<file path="config.mk">
export PLATFORM = sky130hd
export DESIGN_NAME = resid_alu
export DESIGN_NICKNAME = d
export VERILOG_FILES = /design/src/rtl/resid_alu_pkg.sv /design/src/rtl/resid_fold.sv /design/src/rtl/resid_alu_dp.sv /design/src/rtl/resid_alu_chk.sv /design/src/rtl/resid_alu.sv
export SDC_FILE = /design/constraint.sdc
export NUM_CORES = 2
export LEC_CHECK = 0
export BUFFER_PORTS_ARGS = -buffer_cell sky130_fd_sc_hd__buf_4
export CAP_MARGIN = 20
export CORE_ASPECT_RATIO = 0.6
export CORE_MARGIN = 1
export CORE_UTILIZATION = 45
export CTS_CLUSTER_SIZE = 16
export DETAILED_ROUTE_END_ITERATION = 7
export GPL_ROUTABILITY_DRIVEN = 0
export PLACE_DENSITY = 0.6
export REMOVE_ABC_BUFFERS = 1
export SLEW_MARGIN = 20
export SYNTH_ARGS = -nofsm -noshare
export SYNTH_HDL_FRONTEND = slang
export SYNTH_SLANG_ARGS = --single-unit
</file>
<file path="constraint.sdc">
create_clock -name clk -period 2.15 [get_ports clk]
set_input_delay 0.3225 -clock clk [delete_from_list [all_inputs] [get_ports clk]]
set_output_delay 0.3225 -clock clk [all_outputs]
set_load 0.01 [all_outputs]
</file>
<file path="src/rtl/resid_alu_pkg.sv">
package resid_alu_pkg;

   typedef enum logic [1:0] {
      OP_ADD  = 2'b00,
      OP_SUB  = 2'b01,
      OP_MUL  = 2'b10,
      OP_ADD2 = 2'b11
   } alu_op_e;

   // residue of 2^w modulo (2^k - 1): equals 2^(w mod k)
   function automatic int unsigned wrap_residue(input int unsigned w, input int unsigned k);
      return 32'd1 << (w % k);
   endfunction

endpackage

</file>
<file path="src/rtl/resid_fold.sv">
module resid_fold #(
   parameter int unsigned IN_W = 32,
   parameter int unsigned K    = 2
) (
   input  logic [IN_W-1:0] val,
   output logic [K-1:0]    res
);
   localparam int unsigned NCH   = (IN_W + K - 1) / K;
   localparam int unsigned PAD_W = NCH * K;

   if (K < 2) begin : g_bad_k
      $error("resid_fold: K must be at least 2");
   end

   function automatic logic [K-1:0] eac_add(input logic [K-1:0] x, input logic [K-1:0] y);
      logic [K:0] s;
      s = {1'b0, x} + {1'b0, y};
      return s[K-1:0] + {{(K-1){1'b0}}, s[K]};
   endfunction

   logic [PAD_W-1:0]     padded;
   logic [NCH:0][K-1:0]  acc;

   assign padded = PAD_W'(val);
   assign acc[0] = '0;

   for (genvar i = 0; i < NCH; i++) begin : g_chunk
      assign acc[i+1] = eac_add(acc[i], padded[i*K +: K]);
   end

   // all-ones is the second encoding of zero
   assign res = (acc[NCH] == {K{1'b1}}) ? '0 : acc[NCH];
endmodule

</file>
<file path="src/rtl/resid_alu_dp.sv">
module resid_alu_dp
   import resid_alu_pkg::*;
#(
   parameter int unsigned WIDTH = 32
) (
   input  alu_op_e          op,
   input  logic [WIDTH-1:0] a,
   input  logic [WIDTH-1:0] b,
   output logic [WIDTH-1:0] lo,
   output logic [WIDTH-1:0] hi
);
   logic [WIDTH:0]     sum_w;
   logic [WIDTH:0]     dif_w;
   logic [2*WIDTH-1:0] prod_w;

   assign sum_w  = {1'b0, a} + {1'b0, b};
   assign dif_w  = {1'b0, a} - {1'b0, b};
   assign prod_w = {{WIDTH{1'b0}}, a} * {{WIDTH{1'b0}}, b};

   always_comb begin
      unique case (op)
         OP_SUB: begin
            lo = dif_w[WIDTH-1:0];
            hi = WIDTH'(dif_w[WIDTH]);
         end
         OP_MUL: begin
            lo = prod_w[WIDTH-1:0];
            hi = prod_w[2*WIDTH-1:WIDTH];
         end
         default: begin
            lo = sum_w[WIDTH-1:0];
            hi = WIDTH'(sum_w[WIDTH]);
         end
      endcase
   end
endmodule

</file>
<file path="src/rtl/resid_alu_chk.sv">
module resid_alu_chk
   import resid_alu_pkg::*;
#(
   parameter int unsigned WIDTH = 32,
   parameter int unsigned K     = 2
) (
   input  alu_op_e          op,
   input  logic [WIDTH-1:0] a,
   input  logic [WIDTH-1:0] b,
   input  logic [WIDTH-1:0] lo_obs,
   input  logic [WIDTH-1:0] hi_obs,
   output logic             mismatch
);
   localparam int unsigned PW = 2 * K;
   localparam logic [K-1:0] MODV     = {K{1'b1}};
   localparam logic [K-1:0] WRAP_RES = K'(wrap_residue(WIDTH, K));

   logic [K-1:0]         ra, rb, r_obs, r_exp;
   logic [2*WIDTH-1:0]   obs_full;
   logic [PW-1:0]        pre;

   resid_fold #(.IN_W(WIDTH), .K(K)) u_fold_a (.val(a), .res(ra));
   resid_fold #(.IN_W(WIDTH), .K(K)) u_fold_b (.val(b), .res(rb));

   // subtract: compare low word alone; borrow handled on the expected side
   assign obs_full = (op == OP_SUB) ? {{WIDTH{1'b0}}, lo_obs} : {hi_obs, lo_obs};
   resid_fold #(.IN_W(2*WIDTH), .K(K)) u_fold_obs (.val(obs_full), .res(r_obs));

   always_comb begin
      unique case (op)
         OP_SUB:  pre = PW'(ra) + PW'(MODV - rb) + (hi_obs[0] ? PW'(WRAP_RES) : '0);
         OP_MUL:  pre = PW'(ra) * PW'(rb);
         default: pre = PW'(ra) + PW'(rb);
      endcase
   end

   resid_fold #(.IN_W(PW), .K(K)) u_fold_exp (.val(pre), .res(r_exp));

   assign mismatch = (r_exp != r_obs);
endmodule

</file>
<file path="src/rtl/resid_alu.sv">
module resid_alu
   import resid_alu_pkg::*;
#(
   parameter int unsigned WIDTH    = 32,
   parameter int unsigned RES_BITS = 2
) (
   input  logic             clk,
   input  logic             rst_n,
   input  logic             in_valid,
   input  logic [1:0]       in_op,
   input  logic [WIDTH-1:0] in_a,
   input  logic [WIDTH-1:0] in_b,
   input  logic [WIDTH-1:0] in_fault,
   output logic             out_valid,
   output logic [WIDTH-1:0] out_result,
   output logic             out_err
);
   if (RES_BITS < 2) begin : g_bad_res
      $error("resid_alu: RES_BITS must be at least 2");
   end
   if (WIDTH < RES_BITS) begin : g_bad_width
      $error("resid_alu: WIDTH must not be below RES_BITS");
   end

   alu_op_e          op;
   logic [WIDTH-1:0] dp_lo, dp_hi, lo_inj;
   logic             mism;

   assign op = alu_op_e'(in_op);

   resid_alu_dp #(.WIDTH(WIDTH)) u_dp (
      .op(op), .a(in_a), .b(in_b), .lo(dp_lo), .hi(dp_hi)
   );

   assign lo_inj = dp_lo ^ in_fault;

   resid_alu_chk #(.WIDTH(WIDTH), .K(RES_BITS)) u_chk (
      .op(op), .a(in_a), .b(in_b), .lo_obs(lo_inj), .hi_obs(dp_hi), .mismatch(mism)
   );

   always_ff @(posedge clk or negedge rst_n) begin
      if (!rst_n) begin
         out_valid  <= 1'b0;
         out_result <= '0;
         out_err    <= 1'b0;
      end else begin
         out_valid <= in_valid;
         out_err   <= in_valid & mism;
         if (in_valid) out_result <= lo_inj;
      end
   end
endmodule

</file>
==> flow_summary.json <==
{
  "gr-usage-met2_pct": 42.7,
  "nets": 7186,
  "core_um2": 94300,
  "layout-drive-gt1-share_pct": 24.4,
  "endpoint_kind": "register",
  "finalCritPeriodShare_pct": 1250,
  "gr-usage-all-layers_pct": 33.9,
  "cts_buffers": 5,
  "startpoint": "in_a[5]",
  "hold_path_class": "input port to async pin",
  "drtAntennaViolNets": 0,
  "ys_warn_count": 0,
  "die_w_um": 401,
  "place_ws_ps": -27640,
  "crit_path_end": "out_err",
  "rows": 87,
  "synth_ff_type": "dfrtp_1",
  "maxCapViolations": 0,
  "post_dp_cell_area_um2": 50400,
  "violations": "setup timing",
  "use_met1_pct": 51.9,
  "synth_area_um2": 43000,
  "slew_headroom_pct": 42.6,
  "stdcell_area_um2": 53900,
  "numPortBuffers": 134,
  "fin_crit_ps": 26880,
  "yosys.cell_types.count": 92,
  "max_freq_ghz": 0.0372,
  "utilization_pct": 57.2,
  "hpwl_mm": 134,
  "cts_tree": "yes",
  "synth.avg_cell_area_um2": 8.65,
  "cts_buffer_depth": 2,
  "clk_pin_slew_ps": 60,
  "overflow": 0,
  "criticalPathCategory": "input port to register",
  "cpMaxStageDelayCell": "fa_1",
  "grt_pass1_vias": 37900,
  "wl_per_cell_um": 23.2,
  "clock_skew_ps": 0,
  "setup_violations": 31,
  "worstRegToRegCells": 1,
  "synth-seq-cells": 34,
  "placed_cells": 6864,
  "arrival_ps": 27030,
  "cp_max_fo": 5,
  "grt_max_degree": 48,
  "num_vias": 36900,
  "start_kind": "input port",
  "grt_pass1_wl_mm": 244,
  "clk_latency_ps": 280,
  "cts_sinks": 34,
  "clockRootBuffer": "clkbuf_16",
  "fillers": 8372,
  "tightestPinTransition_ps": 858,
  "dr.pass1.iters": 5,
  "detail_route.wirelength_mm": 161,
  "crit_top_cell": "ha_4",
  "r2r-end": "out_result[14]",
  "initial_core_util_pct": 45.6,
  "rsz0062_at_grt": "yes",
  "synth_edf_count": 0,
  "r2r_slack_ps": 1370,
  "slew_viol_final": 0,
  "antenna_found_initial": 7,
  "dieHeight_um": 241,
  "ys_seq_area_share_pct": 1.98,
  "max_stage_delay_ps": 560,
  "synthArstFlopShare_pct": 100,
  "final_cells": 6915,
  "io_pins": 135,
  "status": "complete, but fails checks",
  "synth_cells": 4972,
  "cts_htree_levels": 2,
  "drc": 0,
  "required_ps": 2300,
  "setup_slack_ps": -24730,
  "r2r_start": "out_result[14]",
  "die_area_um2": 96800,
  "area_delta_synth_final_pct": 25.4,
  "busiest_layer": "met1",
  "drtIter0Drc": 3721,
  "via_per_inst": 5.34,
  "grtUsageMet3_pct": 16.6,
  "ctsHoldBuffers": 0,
  "hold_viol": 0
}
[per-layer routing]
layer  share of wire [%]  routed length, um  up-vias
met1                  45              73000    18500
met5               0.052                 83        -
met2                  36              58400     2014
met4                 1.7               2700        6
met3                  17              26600      145
li1                    -                  -    16300
[cells by family after synthesis]
logic type,after synthesis,share of synthesized area [%]
multiplexers,23,0.579
flip-flops,34,1.98
adder cells (fa/ha/maj),1420,58.1
AND/OR/NAND/NOR,1421,15.8
buffers and inverters,1414,12.4
AO/OA/AOI/OAI,481,7.41
XOR/XNOR,179,3.66
[cells in the final DEF (no fill, tap or decap), drive strengths merged, types with 15 or more instances in the layout]
cell type / Yosys / routed
nor2: 186 / 186
o21ai: 97 / 97
and2: 399 / 399
nor2b: 19 / 19
o21bai: 20 / 20
a31oi: 19 / 19
nor3: 31 / 31
inv: 1155 / 1155
o21a: 15 / 15
a21o: 37 / 37
buf: 29 / 936
xnor2: 81 / 81
ha: 457 / 457
nand2b: 15 / 15
dfrtp: 34 / 34
a21oi: 166 / 166
nand4: 24 / 24
nand2: 653 / 653
nand3: 27 / 27
xor2: 98 / 98
mux2: 15 / 15
a221oi: 22 / 22
fa: 963 / 963
[area by class of cell]
type | instances | area [um2] | share of cell area [%]
antenna | 5 | 12.5 | 0.0232
clock buffer | 6 | 139 | 0.258
inverter | 1160 | 4370 | 8.11
multi-input combinational | 3524 | 39200 | 72.7
sequential | 34 | 851 | 1.58
tap | 1246 | 1560 | 2.89
timing repair buffer | 940 | 7800 | 14.5
[stage by stage]
step | setup TNS, ps | hold WS (ps)
after floorplan | -133590 | 26.9
after global placement | -171430 | 334
after detailed placement | -172230 | 322
after CTS | -150630 | 18.1
after global routing | -157380 | 40.6
final | -152220 | 0.281
[timing repair]
action / in CTS / in global routing
pin swaps: 131 / 92
resized for setup: 468 / 142
cloned: 3 / 1
setup buffers: 25 / 17
setup endpoints to repair: 32 / 32
[worst min-delay path by stage]
stage / from / end
after floorplan: rst_n / out_err
after global placement: rst_n / out_result[15]
after detailed placement: rst_n / out_result[16]
after CTS: rst_n / out_result[16]
after global routing: rst_n / out_result[12]
final: rst_n / out_result[16]
[flip-flops by register name, summed over array words and instances, names as in the netlist]
name	flops
out_err	1
out_valid	1
out_result	32
[worst max-delay path: cells and delay by family]
family	cells	cell delay, ps
adder cells (fa/ha/maj)	79	21780
AND/OR/NAND/NOR	3	640
XOR/XNOR	14	2430
buffers and inverters	25	1380
AO/OA/AOI/OAI	4	420
[synthesized netlist by cell type (all sizes together), types with 9 or more instances]
| master | count | area [um2] |
|---|---|---|
| nand2b | 15 | 93.8 |
| ha | 457 | 5720 |
| nand2 | 653 | 2450 |
| o21ai | 97 | 493 |
| nand3 | 27 | 135 |
| a211oi | 14 | 125 |
| inv | 1155 | 4340 |
| a21boi | 11 | 90.1 |
| fa | 963 | 19300 |
| a221oi | 22 | 211 |
| a21oi | 166 | 872 |
| or3 | 14 | 87.6 |
| dfrtp | 34 | 851 |
| xor2 | 98 | 858 |
| nor3 | 31 | 160 |
| buf | 29 | 150 |
| and2 | 399 | 2500 |
| nor2b | 19 | 119 |
| and3 | 14 | 87.6 |
| xnor2 | 81 | 717 |
| nand4 | 24 | 150 |
| clkbuf | 225 | 845 |
| nor4 | 9 | 68.8 |
| a31oi | 19 | 125 |
| o21bai | 20 | 150 |
| o31ai | 14 | 120 |
| mux2 | 15 | 169 |
| a21o | 37 | 278 |
| nor2 | 186 | 698 |
| o21a | 15 | 113 |
Power is left out: the tool's default activity adds up to more than one toggle a clock period on the data nets, which glitch-free logic cannot reach.
